===== src/rtl/dbg_evt_pkg.sv =====
package dbg_evt_pkg;
    localparam int unsigned EV_N         = 3;
    localparam int unsigned EV_TRAP      = 0;
    localparam int unsigned EV_BRANCH    = 1;
    localparam int unsigned EV_RETURN    = 2;
    localparam int unsigned ST_W         = EV_N + 1;
    localparam int unsigned ST_IMPRECISE = EV_N;

    typedef struct packed {
        logic do_stop;
        logic do_dbg;
        logic do_prog;
        logic do_suppress;
        logic new_pend;
        logic set_imp;
    } act_t;
endpackage


===== src/rtl/dbg_evt_qualify.sv =====
module dbg_evt_qualify
    import dbg_evt_pkg::*;
(
    input  logic            valid,
    input  logic [EV_N-1:0] flags,
    input  logic [EV_N-1:0] enables,
    input  logic            irq_en,
    output logic [EV_N-1:0] fire
);
    for (genvar k = 0; k < EV_N; k++) begin : g_kind
        if (k == EV_BRANCH) begin : g_gated
            // taken branches only count while debug interrupts are enabled
            assign fire[k] = valid && flags[k] && enables[k] && irq_en;
        end else begin : g_free
            assign fire[k] = valid && flags[k] && enables[k];
        end
    end
endmodule


===== src/rtl/dbg_evt_select.sv =====
module dbg_evt_select
    import dbg_evt_pkg::*;
(
    input  logic [EV_N-1:0] fire,
    output logic [EV_N-1:0] win,
    output logic            any
);
    // lowest index wins: trap, then branch, then return
    always_comb begin
        win = '0;
        for (int k = EV_N - 1; k >= 0; k--) begin
            if (fire[k]) begin
                win = '0;
                win[k] = 1'b1;
            end
        end
    end
    assign any = |fire;
endmodule


===== src/rtl/dbg_evt_action.sv =====
module dbg_evt_action
    import dbg_evt_pkg::*;
#(
    parameter int unsigned ACT_W    = 2,
    parameter logic [ACT_W-1:0] ACT_STOP = 1
) (
    input  logic [EV_N-1:0]  fire,
    input  logic [EV_N-1:0]  win,
    input  logic             any,
    input  logic             ext_mode,
    input  logic             int_mode,
    input  logic [ACT_W-1:0] action,
    input  logic             irq_en,
    output act_t             act
);
    logic go_int;

    always_comb begin
        act = '0;
        // external mode is consulted first; a halt ends processing here
        act.do_stop = any && ext_mode && (action == ACT_STOP);
        go_int      = any && !act.do_stop && int_mode;
        act.do_dbg  = go_int && irq_en;
        act.do_prog = go_int && !irq_en && win[EV_TRAP];
        act.do_suppress = act.do_dbg || act.do_prog;
        act.new_pend    = go_int && !irq_en;
        act.set_imp     = !irq_en && (fire[EV_TRAP] || fire[EV_RETURN]);
    end
endmodule


===== src/rtl/dbg_evt_ctrl.sv =====
module dbg_evt_ctrl
    import dbg_evt_pkg::*;
#(
    parameter int unsigned AW       = 32,
    parameter int unsigned ACT_W    = 2,
    parameter logic [ACT_W-1:0] ACT_STOP = 1
) (
    input  logic             clk,
    input  logic             rst_n,
    input  logic             ev_valid,
    input  logic             ev_trap,
    input  logic             ev_branch,
    input  logic             ev_return,
    input  logic [AW-1:0]    ev_addr,
    input  logic             cfg_trap_en,
    input  logic             cfg_branch_en,
    input  logic             cfg_ret_en,
    input  logic             cfg_ext_mode,
    input  logic             cfg_int_mode,
    input  logic [ACT_W-1:0] cfg_action,
    input  logic             msr_dbg_en,
    input  logic [ST_W-1:0]  sts_clr,
    input  logic             resume,
    output logic [ST_W-1:0]  dbg_status,
    output logic             stop_req,
    output logic [AW-1:0]    stop_pc,
    output logic             suppress,
    output logic             dbg_irq,
    output logic [AW-1:0]    save_addr,
    output logic             prog_irq
);
    typedef struct packed {
        logic [ST_W-1:0] sts;
        logic            pending;
        logic            stop;
        logic [AW-1:0]   stop_pc;
        logic            suppress;
        logic            dbg_irq;
        logic [AW-1:0]   save_addr;
        logic            prog_irq;
    } state_t;

    state_t st_d, st_q;

    logic [EV_N-1:0] flags, enables, fire, win;
    logic            any;
    act_t            act;
    logic [ST_W-1:0] sts_kept;
    logic            defer_go;

    assign flags   = {ev_return, ev_branch, ev_trap};
    assign enables = {cfg_ret_en, cfg_branch_en, cfg_trap_en};

    dbg_evt_qualify u_qual (
        .valid   (ev_valid && !st_q.stop),
        .flags   (flags),
        .enables (enables),
        .irq_en  (msr_dbg_en),
        .fire    (fire)
    );

    dbg_evt_select u_sel (
        .fire (fire),
        .win  (win),
        .any  (any)
    );

    dbg_evt_action #(.ACT_W(ACT_W), .ACT_STOP(ACT_STOP)) u_act (
        .fire     (fire),
        .win      (win),
        .any      (any),
        .ext_mode (cfg_ext_mode),
        .int_mode (cfg_int_mode),
        .action   (cfg_action),
        .irq_en   (msr_dbg_en),
        .act      (act)
    );

    always_comb begin
        st_d          = st_q;
        st_d.suppress = 1'b0;
        st_d.dbg_irq  = 1'b0;
        st_d.prog_irq = 1'b0;

        // clear first, then set: a same-cycle event wins
        sts_kept = st_q.sts & ~sts_clr;
        st_d.sts = sts_kept | {act.set_imp, fire};

        defer_go = st_q.pending && msr_dbg_en && !st_q.stop
                   && (sts_kept[EV_TRAP] || sts_kept[EV_RETURN]);

        if (act.do_stop) begin
            st_d.stop    = 1'b1;
            st_d.stop_pc = ev_addr;
        end else if (st_q.stop && resume) begin
            st_d.stop = 1'b0;
        end

        if (act.do_dbg || defer_go) begin
            st_d.dbg_irq   = 1'b1;
            st_d.save_addr = ev_addr;
        end
        st_d.prog_irq = act.do_prog;
        st_d.suppress = act.do_suppress;

        st_d.pending = (st_q.pending && !defer_go) || act.new_pend;
        if (!(st_d.sts[EV_TRAP] || st_d.sts[EV_RETURN])) begin
            st_d.pending = 1'b0;
        end
    end

    always_ff @(posedge clk or negedge rst_n) begin
        if (!rst_n) begin
            st_q <= '0;
        end else begin
            st_q <= st_d;
        end
    end

    assign dbg_status = st_q.sts;
    assign stop_req   = st_q.stop;
    assign stop_pc    = st_q.stop_pc;
    assign suppress   = st_q.suppress;
    assign dbg_irq    = st_q.dbg_irq;
    assign save_addr  = st_q.save_addr;
    assign prog_irq   = st_q.prog_irq;
endmodule


===== config.mk =====
export PLATFORM = sky130hd
export DESIGN_NAME = dbg_evt_ctrl
export DESIGN_NICKNAME = d
export VERILOG_FILES = /design/src/rtl/dbg_evt_pkg.sv /design/src/rtl/dbg_evt_qualify.sv /design/src/rtl/dbg_evt_select.sv /design/src/rtl/dbg_evt_action.sv /design/src/rtl/dbg_evt_ctrl.sv
export SDC_FILE = /design/constraint.sdc
export NUM_CORES = 1
export LEC_CHECK = 0
export BUFFER_PORTS_ARGS = -buffer_cell sky130_fd_sc_hd__clkbuf_2
export CAP_MARGIN = 20
export CORE_UTILIZATION = 30
export CTS_CLUSTER_DIAMETER = 200
export DETAILED_ROUTE_END_ITERATION = 7
export PLACE_DENSITY_LB_ADDON = 0.15
export SLEW_MARGIN = 40
export SYNTH_ARGS = -nofsm -noshare
export SYNTH_HDL_FRONTEND = slang
export SYNTH_HIERARCHICAL = 1
export SYNTH_SLANG_ARGS = --single-unit

===== constraint.sdc =====
create_clock -name clk -period 5.4 [get_ports clk]
set_clock_uncertainty 0.2 [all_clocks]
set_input_delay 0.27 -clock clk [delete_from_list [all_inputs] [get_ports clk]]
set_output_delay 0.27 -clock clk [all_outputs]
set_load 0.01 [all_outputs]

== Word level (Yosys, flattened, before mapping) ==
Cells that the tools add are included.

* Register bits after elaboration: 73
* Bits of input ports: 51
* Output and inout bits: 72
* Logic and storage cells: 51

* Eq/ne operators: 1
* Mux-type cells: 6
* Bitwise gates (word level): 3
* Reduce and logical (&&, ||, !) cells: 33

{| class="wikitable"
|+ Operator list
! kind !! count
|-
| 2-to-1 mux 33 bit || 1
|-
| logical AND 1 bit || 21
|-
| logical OR 1 bit || 6
|-
| 2-to-1 mux 1 bit || 5
|-
| bitwise AND 4 bit || 1
|-
| zero test 1 bit || 4
|-
| NOT 4 bit || 1
|-
| bitwise OR 4 bit || 1
|-
| OR reduction 3 bit || 1
|-
| equality test 2 x 1 -> 1 bit (second input constant) || 1
|-
| nonzero test 2 bit || 1
|}

== Longest topological paths before layout ==
* Depth after elaboration: 14
* Depth in mapped cells: 9
* Mapped depth without buffers: 7

== By module ==
Netlist, hierarchy kept.

{| class="wikitable"
|+ Modules (own cells, without submodules)
! module !! instances !! cells an instance !! area each (sq um)
|-
| dbg_evt_ctrl || 1 || 348 || 3976.3
|-
| dbg_evt_action || 1 || 10 || 62.6
|-
| dbg_evt_select || 1 || 4 || 27.5
|-
| dbg_evt_qualify || 1 || 3 || 23.8
|}

== Worst setup path before layout ==
Ideal clock, no wire load.

* Path type: register to register
* From: register st_q (netlist bit stop_req)
* To: register st_q (netlist bit save_addr[14])
* Setup time: 150 ps
* Data arrival time: 2029 ps
* Setup slack: 3021 ps
* Stages on the path, launching flop included: 9
* Clock period less this slack: 2379 ps
* Cells stage by stage: dfrtp_1 -> nor2b_1 -> and3_2 -> or3_1 -> nand2_1 -> nor3b_1 -> buf_2 -> clkbuf_1 -> o311ai_2

{| class="wikitable"
|+ RTL lines
! what !! RTL line !! text
|-
| from (decl) || dbg_evt_ctrl.sv:43 || <nowiki>state_t st_d, st_q;</nowiki>
|-
| from (signal assigned) || dbg_evt_ctrl.sv:116 || <nowiki>st_q <= st_d;</nowiki>
|}

==> results.cfg <==
[cells_and_area]
num-fill-cells = 1389
drive_gt1_share_pct = 49.1
layout_commonest_cell = clkbuf_2
final_cell_area_sq_um = 4830
diodes = 0
final_cell_mix = clkbuf_2 (121), dfrtp_1 (73), inv_1 (35), nand2_1 (33)
final_cells = 604
fin_util_pct = 36.5
nNetsFinal = 477
area_delta_synth_final_pct = 18.5

[floorplanning]
core_sq_um = 13200
die_w_microns = 119
boundaryPins = 123
start_util_pct = 30.8
num_rows = 42
die_area_sq_um = 14100
die_y_microns = 119

[timing]
setup_tns_ns = 0
fmax_mhz = 415
setup_violations = 0
slew_headroom_pct = 54.4
final-max-slew-violation-count = 0
worstMarginPinSlew_ns = 0.685
whs_ns = 0.00584
fin_crit_sh_pct = 44.7
hold_viol = 0
final.min_clock_period_ns = 2.41
rsz0062_at_grt = false

[clock_tree]
clockBufferDepth = 2
clockRootBuffer = clkbuf_16
clkSinkCount = 73
clock_latency_ns = 0.33
numCtsBuffers = 9
clk_pin_slew_worst_paths_ns = 0.05
htree_levels = 3
tritoncts = done
cts_resized = 0

[placed_design]
gp_congestion = 0.711
place_area_sq_um = 4350
io_buffers = 122
hpwl_microns = 5980
dp.cells = 568

[grt]
grt_usage_pct = 14.3
grt_pass1_wl_microns = 15600
first_global_vias = 2850
grt_antenna_before_repair = 0
overflow = 0
grt_max_degree = 74

[synth]
synthesis.area_sq_um = 4080
syn_inst = 363
yosysWarnings = 6
syn-num-nets = 414
postSynthAreaPerCell_sq_um = 11.2

[power]
sw_frac_of_total_pct = 30.1
power_frac_seq_pct = 42.4
ir_drop_mv = 0.131
leakagePower_uw = 0.00222
switching_power_uw = 550
p_per_area_nw_per_um2 = 379
internal_power_uw = 1280
combPwrFrac_pct = 28.8
power_frac_clock_pct = 28.8

[route]
ant_nets = 0
first_pass_iters = 4
wl_per_cell_microns = 15.7
vias = 2826
viasPerCell = 4.68
drc = 0
drt-initial-drc-count = 132
drt_wl_total_microns = 9470

[worst_setup_path]
critPathMaxFanout = 33
slowest_delay_ns = 0.53
crit_type = primary input to flop
required_ns = 5.42
slowest_stage = dlygate4sd3_1
startpoint_type = primary input
crit_chain = dlygate4sd3_1 -> clkbuf_2 -> and4_1 -> or3_1 -> nand2_1 -> nor3b_2 -> buf_4 -> o311ai_0
cp_data_arrival_time_ns = 2.43
end_kind = flop

[hold_path]
hold_class = primary input to flop

[status]
status = complete, no violations

[flow_run]
drv_cap = 0
-- sequential cells by signal (all words and copies together) (netlist names) --
register	flops
dbg_irq	1
prog_irq	1
stop_req	1
suppress	1
st_q	1
dbg_status	4
save_addr	32
stop_pc	32
-- power by group through the flow --
stage               Combinational (uW)  Clock (uW)  Sequential [uW]
floorplan                          508           0              763
global placement                   514           0              785
detailed placement                 525           0              786
CTS                                541         549              779
global route                       579         571              801
finish                             528         527              776
-- layout make-up --
class	instances	area, sq um	share of cell area (%)
timing repair buffer	150	925	19.1
clock inverter	1	5.00	0.104
sequential	73	1830	37.8
tap	176	220	4.56
multi-input combinational	156	1470	30.5
clock buffer	12	246	5.10
inverter	36	136	2.82
-- what timing repair did --
| action | 4_1_cts | 5_1_grt |
|---|---|---|
| hold endpoints to repair | 95 | 0 |
| buffers inserted | 0 | 0 |
| endpoints found under the setup margin | 0 | 0 |
| hold buffers | 23 | 0 |
-- through the flow --
step / total power (uW) / setup slack (ns)
after floorplan: 1270 / 3.05
after global placement: 1300 / 2.86
after detailed placement: 1310 / 2.95
after CTS: 1870 / 2.94
after global routing: 1950 / 2.72
final: 1830 / 2.99
-- worst paths after layout --
check	start	end	slack [ns]	cells after the start
max	msr_dbg_en	save_addr[0]	2.99	8
min	ev_addr[2]	save_addr[2]	0.006	3
min in group asynchronous	rst_n	dbg_status[3]	0.32	2
max reg2reg	stop_req	save_addr[0]	3.14	7
min reg2reg	dbg_status[3]	dbg_status[3]	0.28	1
max in group asynchronous	rst_n	save_addr[12]	4.21	2
-- routing by layer --
layer  GRT usage, %  routed length [microns]  vias to the layer above
met5              0                        0                        -
met4           6.17                      169                        0
met3           3.62                      443                       12
met2           22.3                     4520                       80
met1           18.7                     4340                     1399
li1               -                        -                     1335
-- critical path: cells and delay by family --
| kind | cells | cell delay [ns] |
|---|---|---|
| AOI/OAI and AO/OA | 1 | 0.34 |
| and+or+nand+nor | 4 | 0.87 |
| buffers and inverters | 3 | 0.96 |
No activity file was read; power rests on OpenSTA's default activity.
